## config.mk

```make
export PLATFORM = sky130hd
export DESIGN_NAME = addr_match_filter
export DESIGN_NICKNAME = d
export VERILOG_FILES = /design/src/rtl/addr_match_filter.sv
export SDC_FILE = /design/constraint.sdc
export NUM_CORES = 1
export LEC_CHECK = 0
export BUFFER_PORTS_ARGS = -buffer_cell sky130_fd_sc_hd__buf_2
export CORE_UTILIZATION = 40
export DETAILED_ROUTE_END_ITERATION = 10
export PLACE_DENSITY = 0.7
export SLEW_MARGIN = 20
export SYNTH_ARGS = -nofsm -noshare
export SYNTH_HDL_FRONTEND = slang
export SYNTH_SLANG_ARGS = --single-unit
```

## constraint.sdc

```tcl
create_clock -name clk -period 1.35 [get_ports clk]
set_input_delay 0.3375 -clock clk [delete_from_list [all_inputs] [get_ports clk]]
set_output_delay 0.3375 -clock clk [all_outputs]
set_load 0.01 [all_outputs]
```

## src/rtl/addr_match_filter.sv

```systemverilog
module addr_match_filter #(
  parameter int W = 10,
  parameter int NW = 8,
  parameter logic [W-1:0] MARKER = W'(10'h0F7)
) (
  input  logic         clk,
  input  logic         rst_n,
  input  logic         in_valid,
  input  logic [W-1:0] in_data,
  input  logic         in_special,
  input  logic         mode_unicast,
  input  logic         addr_wide,
  input  logic         la_we,
  input  logic [W-1:0] la_wdata,
  output logic         out_valid,
  output logic         out_pass,
  output logic         out_is_addr
);
  localparam logic [W-1:0] NMASK = (W'(1) << NW) - W'(1);

  logic [W-1:0] la_q;
  logic         armed_q;
  logic         match_q;

  logic [W-1:0] mask;
  logic [W-1:0] addr_m;
  logic [W-1:0] la_m;
  logic         promisc;
  logic         bcast;
  logic         hit;
  logic         is_mark;
  logic         is_addr;
  logic         pass_now;

  assign mask    = addr_wide ? '1 : NMASK;
  assign addr_m  = in_data & mask;
  assign la_m    = la_q & mask;
  assign promisc = (la_m == mask);
  assign bcast   = (addr_m == mask);
  assign hit     = bcast | (mode_unicast ? (addr_m == la_m) : |(addr_m & la_m));
  assign is_mark = in_valid & in_special & (in_data == MARKER);
  assign is_addr = in_valid & armed_q & ~in_special;

  always_comb begin
    if (promisc)      pass_now = 1'b1;
    else if (is_addr) pass_now = hit;
    else if (is_mark) pass_now = 1'b0;
    else              pass_now = match_q & ~armed_q;
  end

  always_ff @(posedge clk) begin
    if (!rst_n) begin
      la_q        <= '1;
      armed_q     <= 1'b0;
      match_q     <= 1'b0;
      out_valid   <= 1'b0;
      out_pass    <= 1'b0;
      out_is_addr <= 1'b0;
    end else begin
      if (la_we) la_q <= la_wdata;
      if (is_mark) begin
        armed_q <= 1'b1;
        match_q <= 1'b0;
      end else if (is_addr) begin
        armed_q <= 1'b0;
        match_q <= hit;
      end
      out_valid   <= in_valid;
      out_pass    <= in_valid & pass_now;
      out_is_addr <= is_addr;
    end
  end
endmodule


```

* Word level (Yosys, flattened, before mapping)
Index checks and enable logic that the tools add are counted.
** Storage, ports and cells
- Flip-flop bits (word level) :: 15
- Output and inout bits :: 3
- Word-level logic and storage cells :: 33
- Input port bits :: 27
** Cells by class
- Bitwise logic cells :: 13
- Multiplexer cells :: 7
- Equal/unequal tests :: 4
- Reductions and logical operators :: 3
** Operators by type and width (number)
- 10-bit bitwise AND :: 3
- 10-bit == test :: 3
- 10-bit by 8-bit == test with 1-bit output (second input constant) :: 1
- 10-bit 2-to-1 mux :: 1
- 10-bit OR reduction :: 1
- 1-bit bitwise AND :: 6
- 1-bit 2-to-1 mux :: 6
- 1-bit inverter :: 3
- 2-bit nonzero test :: 1
- 2-bit OR reduction :: 1
- 1-bit bitwise OR :: 1

* Longest topological paths before layout
Gate-level depths: netlist of the first run.
- Word-level depth :: 9
- Gate-level depth with buffers :: 6
- Gate-level depth less buffers :: 6

* Worst setup path before layout of the first run
Ideal clock, no wire load.
- Path type :: input-to-reg
- From :: input port in_data[9]
- To :: register out_pass
- Arrival :: 1300 ps
- Setup slack :: -81 ps
- Stages :: 6
- Setup time :: 131 ps
- Buffers on the path :: 0
- Data required time :: 1219 ps
- Cells stage by stage :: and2_1 -> ha_1 -> nor3_1 -> and3_1 -> a311oi_2 -> o22ai_1
** On the way
- Cells in the longest elaborated chain, start to end :: 8
- Elaborated cells on any way between the ends :: 13
- Classes of those cells :: eq/ne (3); mux (4); bitwise (5); reduce/logical (1)
** Ends and longest elaborated chain
- start: declaration :: line 9 : input logic [W-1:0] in_data,
- 10-bit bitwise AND :: line 36 : assign addr_m = in_data & mask;
- 10-bit bitwise AND :: line 40 : assign hit = bcast | (mode_unicast ? (addr_m == la_m) : |(addr_m & la_m));
- 10-bit OR reduction :: line 40
- 1-bit 2-to-1 mux :: line 40
- 1-bit bitwise OR :: line 40
- 1-bit 2-to-1 mux * :: line 46 : else if (is_addr) pass_now = hit;
- 1-bit 2-to-1 mux * :: line 45 : if (promisc) pass_now = 1'b1;
- 1-bit bitwise AND * :: line 69 : out_pass <= in_valid & pass_now;
- end signal: assignment :: line 69
- end: declaration :: line 16 : output logic out_pass,
Mark *: on every way between the ends. The rest lies on a longest branch, timed or not.
A chain may end at the register's enable or synchronous reset.

* Final worst setup path of the first run
- From :: register la_q[8]
- To :: register match_q
** On the way
- Cells in the longest elaborated chain, start to end :: 5
- Elaborated cells on any way between the ends :: 6
- Classes of those cells :: eq/ne (1); mux (1); bitwise (3); reduce/logical (1)
** Ends and longest elaborated chain
- start: declaration :: line 21 : logic [W-1:0] la_q;
- start signal: assignment :: line 60 : if (la_we) la_q <= la_wdata;
- 10-bit bitwise AND * :: line 37 : assign la_m = la_q & mask;
- 10-bit bitwise AND :: line 40
- 10-bit OR reduction :: line 40
- 1-bit 2-to-1 mux * :: line 40
- 1-bit bitwise OR * :: line 40
- end signal: assignment :: line 66 : match_q <= hit;
- end: declaration :: line 23 : logic match_q;
Marks and branches as above.

==> out/results.txt, run 1 <==
The flow ran to the end, but the final reports show violations. The final reports fail on setup timing. In this run the mean area of a mapped cell was 9.77 um2.

Cells with a size suffix above 1 make up 49.2% of the layout. For this run, asynchronously set or reset flops after synthesis account for 0%. TritonCTS built the clock tree. The footprint of the multi-input gates is 553 um2. For this run, the number of Yosys warnings is 0.

Summed over all layers, the global routing overflow is 0. Counting both buffers and inverters, the worst setup path holds a total of 0. Data on the critical path arrives at its endpoint at 1600 ps. The net count of the finished layout is 166. Counting every net in the synthesized netlist gives 120. The overall routing resource usage is 19.8%. Power spread over the standard cell area amounts to 827 nW/um2.

For this block, the via count after detailed routing is 777. In this design, the largest share of critical-path delay is due to compound AO/OA/AOI/OAI gates. The worst hold path begins at la_wdata[0].

After clock tree synthesis, the clock-pin slew on the worst setup and hold paths is 90 ps. Sequential cells were found to cover 37.0% of the synthesized design area. The worst hold path terminates at la_q[0].

The die covers 2210 um2. The first detailed-routing pass took 4 iterations. Setup repair after global routing could not meet its margin everywhere. 30 I/O pins were placed. The area share of the largest cell type after synthesis is 37.0%, and the number of failing setup endpoints in the final timing report is 2.

Between clock sinks in the finished design, the worst skew comes to 1.23 ps. The number of library cell types mapped by synthesis came out at 25. After detailed routing, the average wire length per cell comes to 13.8 um. For the global placer's final weighted congestion, the log shows 0.880.

The horizontal extent of the die works out to 47.0 um. The startpoint identified for the worst register-to-register timing path is la_q[8]. The worst-case IR drop observed on VDD is 0.579 mV. After technology mapping, the gate count stands at 83.

After synthesis the cells add up to 811 um2. The logs give 703 for the number of global-route vias before repair and 15 for the count of standard-cell rows. The final critical path takes up 107% of the cycle. Dividing the detail-routed via count by the number of cells gives 5.08. Number of flops mapped to enable cells by yosys: 0. The cell accounting for the most synthesized area is sky130_fd_sc_hd__dfxtp_1. Input and output buffers added on the ports amount to 29.

The number of remaining DRC errors was 0. The critical path is of the register to register type. The capturing element type of the critical path was a register. The tools report the terminus of the critical flop-to-flop path as match_q. Final worst slack: -92.7 ps. The run gives 0 as the number of max-slew violations in the final report.

The number of buffers added by the clock tree synthesis step is 3. The worst setup path is launched from a register. The pin slew with the least headroom to its limit is 288 ps.

The peak clock frequency supported by timing is 693 MHz, and the initial antenna violation count is 0. After clock tree synthesis, the flow added hold-fix buffers numbering 0. In this run the tightest slew margin relative to its limit is 80.6%.

For the finished layout, the period the worst path requires is 1440 ps. The repair_antennas step left the layout with diodes totalling 0. At the later pin of the worst-skew pair, clock insertion delay measures 270 ps. Summed over all nets, the switching power comes to 259 uW. The first routing iteration left 11 violations. For the number of buffers on the longest clock path, the log shows 2.

The share of total power dissipated in combinational logic is 25.2%. The filler cells instantiated in the layout total 159. For this design, the slowest cell found on the critical path is sky130_fd_sc_hd__dfxtp_1.

CTS saw 15 sinks. Compared with the post-synthesis result, the final layout area differs by 45.1%. The finished layout holds 153 standard cells, fillers aside. The largest stage delay on the critical path is 320 ps, and the largest driver fanout on the critical path is 2. The die height is 47.0 um, and the number of cell instances on the worst register-to-register path is 6. In this run, synthesis produced a sequential element count of 15.

The tools report the largest net degree at the start of global routing as 14. The commonest cells after synthesis are sky130_fd_sc_hd__dfxtp_1, sky130_fd_sc_hd__nand2_1, sky130_fd_sc_hd__ha_1, sky130_fd_sc_hd__mux2i_1, sky130_fd_sc_hd__and2_1. Sequential cells account for 49.0% of the total power.

Once detail routing completed, the nets flagged for antenna violations numbered 0. Yosys attributes the largest share of cell area to sky130_fd_sc_hd__dfxtp_1, sky130_fd_sc_hd__ha_1, sky130_fd_sc_hd__mux2i_1. At the placement stage, the worst setup path has a slack of -292 ps. The global-route wire length before repair was 2940 um; the flop-to-flop setup slack was -90 ps. Along the worst hold path, the cell count comes to 3. The core region is 1820 um2. After legalization and detailed placement, the total HPWL measured 1640 um. The signal on the critical path passes through and2_4 -> ha_4 -> nor4_4 -> a31oi_1 -> a311oi_2 -> a21oi_1.

The total wirelength of the detailed-routed design was 2120 um. The total count of hold-check failures in the final report is 0, and the depth of the critical timing path with buffers and inverters included is 6. The run gives 1 as the total number of H-tree levels. Clock root buffer master: sky130_fd_sc_hd__clkbuf_4.

The most used flip-flop cell after synthesis is sky130_fd_sc_hd__dfxtp_1. The required time reported for the critical path endpoint is 1510 ps. The switching share of power is 26.7%, and the standby leakage power is 0.000565 uW. The total area of sequential cells was 304 um2; the initial core utilization was 44.5%. The logs give 25.8% for the relative contribution of the clock network to total power and 0 for the max capacitance violation total. The run gives 714 uW as the cell-internal power. The worst hold path belongs to the class input pin to register. Counting tap cells, the placed design contains a total of 148 instances.
## power by group through the flow
| stage | clock network, uW | logic, uW | registers, uW |
|---|---|---|---|
| floorplan | 0 | 104 | 486 |
| global placement | 0 | 202 | 485 |
| detailed placement | 0 | 214 | 485 |
| CTS | 262 | 225 | 475 |
| global route | 277 | 265 | 479 |
| finish | 251 | 246 | 476 |
## per-stage QoR
step | area (um2) | hold slack (ps) | utilization [%] | TNS (ps) | power [uW]
after floorplan | 828 | 456 | - | -92.1 | 589
after global placement | 1090 | 499 | 60.1 | -470 | 687
after detailed placement | 1090 | 511 | 60.1 | -583 | 698
after CTS | 1140 | 263 | 62.7 | -173 | 961
after global routing | 1180 | 275 | 64.6 | -342 | 1020
final | 1180 | 272 | 64.6 | -182 | 973
## sequential cells by signal, summed over array words and instances (netlist names)
signal and count:
out_valid 1, la_q 10, out_is_addr 1, match_q 1, out_pass 1, armed_q 1
## what timing repair did
action,4_1_cts,5_1_grt
pin swaps,5,4
buffers inserted,0,1
setup endpoints to repair,2,2
gates resized for setup,4,7
## placed cells by master, fill, tap and decap left out, drive strengths merged
| cell | Yosys | routed |
|---|---|---|
| ha | 10 | 10 |
| a211oi | 1 | 1 |
| and3 | 2 | 2 |
| inv | 3 | 3 |
| clkbuf | 1 | 4 |
| and4 | 1 | 1 |
| nor3 | 1 | 1 |
| a311oi | 1 | 1 |
| nor4 | 3 | 3 |
| buf | 1 | 43 |
| nor2 | 2 | 2 |
| nand2 | 15 | 15 |
| a21oi | 1 | 1 |
| mux2i | 10 | 10 |
| o21ai | 1 | 1 |
| nor4b | 2 | 2 |
| a31oi | 2 | 2 |
| o22ai | 1 | 1 |
| o211ai | 1 | 1 |
| and2 | 5 | 5 |
| a21boi | 1 | 1 |
| dfxtp | 15 | 15 |
| nand4 | 3 | 3 |
## layer usage
| layer | share of wire, % | GRT usage (%) | up-vias |
|---|---|---|---|
| met5 | 0 | 0 | - |
| met4 | 0.61 | 13.1 | 0 |
| met3 | 3.4 | 2.69 | 2 |
| met2 | 49 | 29.7 | 23 |
| met1 | 47 | 26.5 | 359 |
| li1 | - | - | 393 |
## worst max-delay path by stage
stage | startpoint | endpoint | slack [ps]
floorplan | addr_wide | out_pass | -50
global placement | addr_wide | out_pass | -240
detailed placement | addr_wide | out_pass | -290
CTS | la_q[9] | match_q | -90
global route | la_q[0] | match_q | -180
finish | la_q[8] | match_q | -90
## layout make-up
class | count | area share, %
inverter | 3 | 0.957
sequential | 15 | 25.9
clock buffer | 4 | 2.23
multi-input combinational | 63 | 47.0
timing repair buffer | 43 | 21.3
tap | 25 | 2.66
## worst min-delay path, cell delays in order
cell and delay (ps):
sky130_fd_sc_hd__buf_2 70, sky130_fd_sc_hd__mux2i_1 50, sky130_fd_sc_hd__nand2_1 60
## logic make-up (layout without fill, tap and decap cells)
logic type               count (synthesis)  in the layout  share of synthesized area [%]
AO/OA/AOI/OAI                            9              9                           8.64
adder cells (fa/ha/maj)                 10             10                           15.4
multiplexers                            10             10                           12.3
AND/OR/NAND/NOR                         34             34                           24.1
flip-flops                              15             15                           37.0
buffers and inverters                    5             50                           2.47
Power figures use the tool's default switching activity.
==> inputs of run 2 (changes only) <==
--- a/config.mk
+++ b/config.mk
@@ -6,6 +6,8 @@
 export NUM_CORES = 1
 export LEC_CHECK = 0
 export BUFFER_PORTS_ARGS = -buffer_cell sky130_fd_sc_hd__buf_2
+export CORE_ASPECT_RATIO = 0.8
+export CORE_MARGIN = 3
 export CORE_UTILIZATION = 40
 export DETAILED_ROUTE_END_ITERATION = 10
 export PLACE_DENSITY = 0.7
==> out/results.txt, run 2 (synthesized netlist as in run 1, its figures left out) <==
After clock tree synthesis, the clock-pin slew on the worst setup and hold paths is 100 ps. Setup repair after global routing could not meet its margin everywhere. The tools report the overall routing resource usage as 16.8%. Number of buffers inserted by port buffering: 29. The critical path is of the register to register type. For this design the total switching power over the nets is 277 uW. Once the clock tree was built, the setup fixing pass inserted 0 buffers. In this design, the stage delay of the slowest critical-path cell is 350 ps. Overall power consumption after layout is estimated at 980 uW. The per-cell via count in the routed design was 5.03.

The run gives -86.6 ps as the final worst slack. In this run, the combinational gates consume 23.4% of the power. The required time reported for the critical path endpoint was 1530 ps.

For this run the aggregate overflow at the end of global routing stands at 0. The DRC marker count from the first detailed-route iteration was 9; the tightest hold margin was 254 ps. The number of remaining DRC errors is 0, and the power density over cell area is 849 nW/um2. The register with the most flip-flops in the layout has 10 of them. Together, buffers and inverters on the worst path number 0. The logs give 65.7% for the post-layout utilization of the core and 0 for the number of max-slew violations in the final report. The switching share of power is 28.3%. With fillers left out, the area of the finished cells amounts to 1150 um2.

The internal portion of the total power is 703 uW. The routed layout has 750 vias. The library cells used most frequently in the layout, excluding fill and tap cells, are sky130_fd_sc_hd__buf_2, sky130_fd_sc_hd__nand2_1, sky130_fd_sc_hd__dfxtp_1, sky130_fd_sc_hd__buf_4, sky130_fd_sc_hd__mux2i_1. STA classifies the critical path endpoint as a register.

The final reports fail on setup timing. The tools report the total wirelength of the detailed-routed design as 1980 um. Entering global routing, the biggest net connects 14 pins. The flow ran to the end, but the final reports show violations.

Top cell family by delay on the critical path: compound AO/OA/AOI/OAI gates. The tools report the relative contribution of the clock network to total power as 28.0%. The worst setup path is launched from a register. The pre-CTS setup slack is -289 ps. After detailed routing, the average wire length per cell comes to 13.3 um.

TritonCTS built the clock tree. The max capacitance violation total came out at 0. Once detailed placement completed, the half-perimeter wirelength came to 1570 um. The first-pass iteration count of the detailed router was 4. Maximum clock skew at final layout: 2.73 ps.

Post-route minimum period: 1440 ps. For the layout filler cell count, the log shows 156. Counting every sink on the clock net gives 15. The detail route stage leaves a number of antenna-violating nets equal to 0. The number of failing setup endpoints in the final timing report was 2; the number of nets in the finished design was 165. The global placer's final weighted congestion was 0.799. Top register by number of flip-flops: la_q. The logs give 3260 um for the global-route wire length before repair and 2 for the number of buffers on the longest clock path.

On the critical path, the stage with the largest delay is an instance of sky130_fd_sc_hd__dfxtp_2. In this run the clock root is driven by a sky130_fd_sc_hd__clkbuf_4. The horizontal extent of the die came out at 56.3 um. Data on the critical path arrives at its endpoint at 1620 ps. Of all nets on the critical path, the largest fanout is 2. Post-detailed-placement cell area: 1090 um2. From bottom edge to top edge, the die measures 46.3 um. The die footprint was 2610 um2; the initial antenna violation count was 0. Of the total power, registers draw 48.6%.

The tightest min-delay check is of the input pin to register type. The run gives 46.2% as the initial core utilization. Derived from the worst setup path, the maximum achievable clock frequency is 696 MHz. The number of antenna diodes in the final layout is 0. For the count of standard-cell rows, the log shows 13. The standby leakage power was 0.000563 uW; the signed area change from the synthesized netlist to the final layout was 42.4%.

The insertion delay to the later sink of the worst-skew pair came out at 290 ps. The normalized max-slew margin was 80.2%; the number of top-level design ports was 30. Across the VDD grid, the largest voltage drop is 0.691 mV. The run gives 3 as the number of buffers added by the clock tree synthesis step. The library cell used most frequently in the layout, excluding fill and tap cells, is sky130_fd_sc_hd__buf_2.

The total number of H-tree levels is 1. The final critical path takes up 106% of the cycle. Number of global-route vias before repair: 719. Of the cells placed in the final design, the portion with a size suffix greater than 1 is 48.0%. For the number of hold buffers added after cts, the log shows 0. The critical path goes through ha_1 -> nor4_2 -> a31oi_1 -> a311oi_2 -> a21oi_1. The pin slew with the least headroom to its limit is 297 ps. After floorplanning, the core was sized to cover 1760 um2. The total count of hold-check failures in the final report is 0.
-- run 2: power groups by stage --
| stage | logic [uW] | clock network, uW | registers [uW] |
|---|---|---|---|
| CTS | 228 | 279 | 476 |
| detailed placement | 208 | 0 | 486 |
| finish | 229 | 275 | 477 |
| global placement | 203 | 0 | 485 |
| global route | 254 | 307 | 479 |
| floorplan | 104 | 0 | 486 |
-- run 2: area by class of cell --
type,count,area [um2],share of cell area (%)
repair buffers,42,243,21.0
clock buffers,3,22.5,1.95
well taps,22,27.5,2.38
flip-flops and latches,15,303,26.2
clock inverters,1,7.51,0.650
multi-input cells,63,541,46.8
inverters,3,11.3,0.975
-- run 2: worst paths after layout --
check                            startpoint  endpoint  slack [ps]  cells past startpoint
worst min register to register      la_q[5]   la_q[5]         540                      2
worst max register to register      la_q[7]   match_q         -90                      5
worst min-delay path            la_wdata[3]   la_q[3]         250                      3
worst max-delay path                la_q[7]   match_q         -90                      5
-- run 2: stage by stage --
stage,std cells,TNS (ps)
3_5_place_dp,145,-560
5_1_grt,149,-298
6_report,149,-162
4_1_cts,149,-148
2_1_floorplan,83,-92.1
3_3_place_gp,145,-458
-- run 2: layer usage --
| layer | vias to the layer above | global-route usage, % | wire length (um) |
|---|---|---|---|
| li1 | 394 | - | - |
| met1 | 333 | 22.9 | 1030 |
| met2 | 21 | 25.9 | 818 |
| met3 | 2 | 6.44 | 121 |
| met4 | 0 | 2.84 | 12 |
| met5 | - | 0 | 0 |
-- run 2: tightest hold or removal path, stage by stage --
cell	delay (ps)
sky130_fd_sc_hd__buf_2	70
sky130_fd_sc_hd__mux2i_1	50
sky130_fd_sc_hd__nand2_1	50
-- run 2: what timing repair did --
action	CTS	global route
pin swaps	4	0
endpoints found under the setup margin	2	2
cloned	0	0
gates resized for setup	6	1
==> inputs of run 3 (changes only) <==
--- a/config.mk
+++ b/config.mk
@@ -10,7 +10,7 @@
 export CORE_MARGIN = 3
 export CORE_UTILIZATION = 40
 export DETAILED_ROUTE_END_ITERATION = 10
-export PLACE_DENSITY = 0.7
+export PLACE_DENSITY = 0.67
 export SLEW_MARGIN = 20
 export SYNTH_ARGS = -nofsm -noshare
 export SYNTH_HDL_FRONTEND = slang
==> constraint.sdc (replaced) <==
create_clock -name clk -period 1.8 [get_ports clk]
set_input_delay 0.45 -clock clk [delete_from_list [all_inputs] [get_ports clk]]
set_output_delay 0.45 -clock clk [all_outputs]
set_load 0.01 [all_outputs]
==> out/results.txt, run 3 (synthesized netlist as in run 1, its figures left out) <==
The flow ran to the end, and the final reports show no timing, DRC or antenna violations. Summed over all nets, the half-perimeter wirelength after detailed placement is 1570 um. The number of top-level design ports was 30. The share of total power dissipated in sequential elements is 52.3%.

The buffers plus inverters on the worst setup path is 0. The library cells used most frequently in the layout, excluding fill and tap cells, are sky130_fd_sc_hd__buf_2, sky130_fd_sc_hd__nand2_1, sky130_fd_sc_hd__dfxtp_1, sky130_fd_sc_hd__mux2i_1, sky130_fd_sc_hd__ha_1. The antenna diode count is 0, and the clock-pin slew on the worst setup and hold paths is 100 ps. The overall routing resource usage was 17.1%; the switching share of power was 27.9%. The register with the most flip-flops in the layout has 10 of them. The number of max-slew violations in the final report is 0.

Leaving out fill and tap cells, the most frequent cell in the layout is sky130_fd_sc_hd__buf_2. The most critical setup path has its startpoint at la_q[9]. The core region is 1760 um2. The non-filler instance count after layout is 136, and the critical path data arrival time is 1690 ps. The relative contribution of the clock network to total power was 29.6%. Combinational logic is responsible for 18.0% of the overall power.

The number of failing setup endpoints in the final timing report was 0. IR analysis of the VDD net gives a maximum drop of 0.490 mV. TritonCTS built the clock tree. The count of instances resized after the clock tree is built was 0; the count of standard-cell rows was 13. The max capacitance violation total is 0, and the CTS sink count is 15.

At the later pin of the worst-skew pair, clock insertion delay measures 290 ps. STA classifies the critical path endpoint as a register. Setup repair after global routing left no endpoint under its margin. The total wirelength of the detailed-routed design is 1900 um, and the cell count after placement is 132. The run gives 656 MHz as the peak clock frequency supported by timing. The critical path class was register to register. The DRC marker count from the first detailed-route iteration is 19. The die footprint was 2610 um2. At the pin with the least slew margin, the transition time is 286 ps. The die height works out to 46.3 um.

The type of the most critical hold path was input pin to register. The initial antenna violation count came out at 0. The tools report the final worst slack as 277 ps. For this design the static power due to leakage is 0.000497 uW.

For this design the total switching power over the nets is 192 uW. At the worst endpoint, the required time is 1970 ps. Number of global-route vias before repair: 704.

Cells fill 57.2% of the core in the end. Tightest hold margin: 366 ps. The total number of H-tree levels is 1. The power density over cell area came out at 685 nW/um2. The number of buffers added by the clock tree synthesis step came out at 3. Ranked by flip-flop count, first place goes to la_q.

The clock passes through at most 2 buffers. The run gives 8.13 ps as the maximum clock skew at final layout. The top cell family by delay on the critical path was compound AO/OA/AOI/OAI gates. Of the cells placed in the final design, the portion with a size suffix greater than 1 is 33.3%. On the worst path, the slowest cell contributes a delay of 350 ps. Sort of element at the start of the critical path: a register. Dividing the detail-routed via count by the number of cells gives 5.09. The run gives 692 as the total number of vias. The share of the clock period used by the worst path after layout was 84.6%; the number of nets in the finished design was 152. The global placer's final weighted congestion came out at 0.818.

After clock tree synthesis, the setup repair step added 0 buffers. The critical path goes through and2_1 -> ha_1 -> nor3_1 -> and3_1 -> a311oi_2 -> o22ai_1. For the number of nets with antenna violations after detailed routing, the log shows 0. The layout filler cell count was 182. The beginning of the worst register-to-register path is la_q[9]. Once the floorplan was initialized, standard cells occupied 46.2% of the core. For this run, design rule violations remaining after detail routing come to 0. After detailed routing, the average wire length per cell comes to 13.9 um. The clock root buffer master was sky130_fd_sc_hd__clkbuf_4.

Headroom to the max-slew limit came out at 80.9%. The largest driver fanout on the critical path is 3, and the number of hold buffers added after cts is 0. The hold path startpoint is la_wdata[0]. The die is 56.3 um wide.

After routing, the total negative slack on setup checks comes to 0 ps. Before antenna repair, the detailed router went through 3 iterations. The worst-path cell with the longest stage delay was sky130_fd_sc_hd__dfxtp_1. The logs give 0 for the total count of hold-check failures in the final report and 14 for the largest net degree at the start of global routing. Port buffering added 29 buffers. The signed area change from the synthesized netlist to the final layout was 23.9%; the pre-CTS setup slack was 14.1 ps.

The first global-routing pass estimated 3340 um of wire. The post-route minimum period is 1520 ps, and the cell-internal power is 497 uW. Total congestion overflow: 0.
## run 3: tightest hold or removal path: stages
cell and delay, ps:
sky130_fd_sc_hd__buf_2 70, sky130_fd_sc_hd__mux2i_1 50, sky130_fd_sc_hd__nand2_1 50
## run 3: power by group through the flow
stage / combinational [uW] / sequential, uW / clock [uW]
final: 124 / 360 / 204
after global routing: 140 / 364 / 231
after CTS: 125 / 360 / 207
after detailed placement: 125 / 368 / 0
after global placement: 120 / 368 / 0
after floorplan: 73.1 / 364 / 0
## run 3: metal layers
metal,vias up,GRT usage [%],routed length (um)
met5,-,0,0
met4,0,5.69,12
met3,2,5.88,151
met2,20,27.3,794
met1,302,21.8,937
li1,368,-,-
## run 3: area by class of cell
cell class | instances | area, um2 | share of cell area (%)
clock inverter | 1 | 7.51 | 0.747
multi-input combinational | 63 | 490 | 48.8
clock buffer | 3 | 22.5 | 2.24
tap | 22 | 27.5 | 2.74
sequential | 15 | 300 | 29.9
inverter | 3 | 11.3 | 1.12
timing repair buffer | 29 | 145 | 14.4
## run 3: worst paths after layout
kind         endpoint  slack [ps]  depth (start not counted)
min reg2reg   la_q[8]         510                          2
min           la_q[0]         370                          3
max          out_pass         280                          6
max reg2reg  out_pass         280                          6
## run 3: stage by stage
stage	instance area, um2	total power [uW]
after floorplan	811	437
after global placement	975	487
after detailed placement	975	493
after CTS	1000	693
after global routing	1000	735
final	1000	688
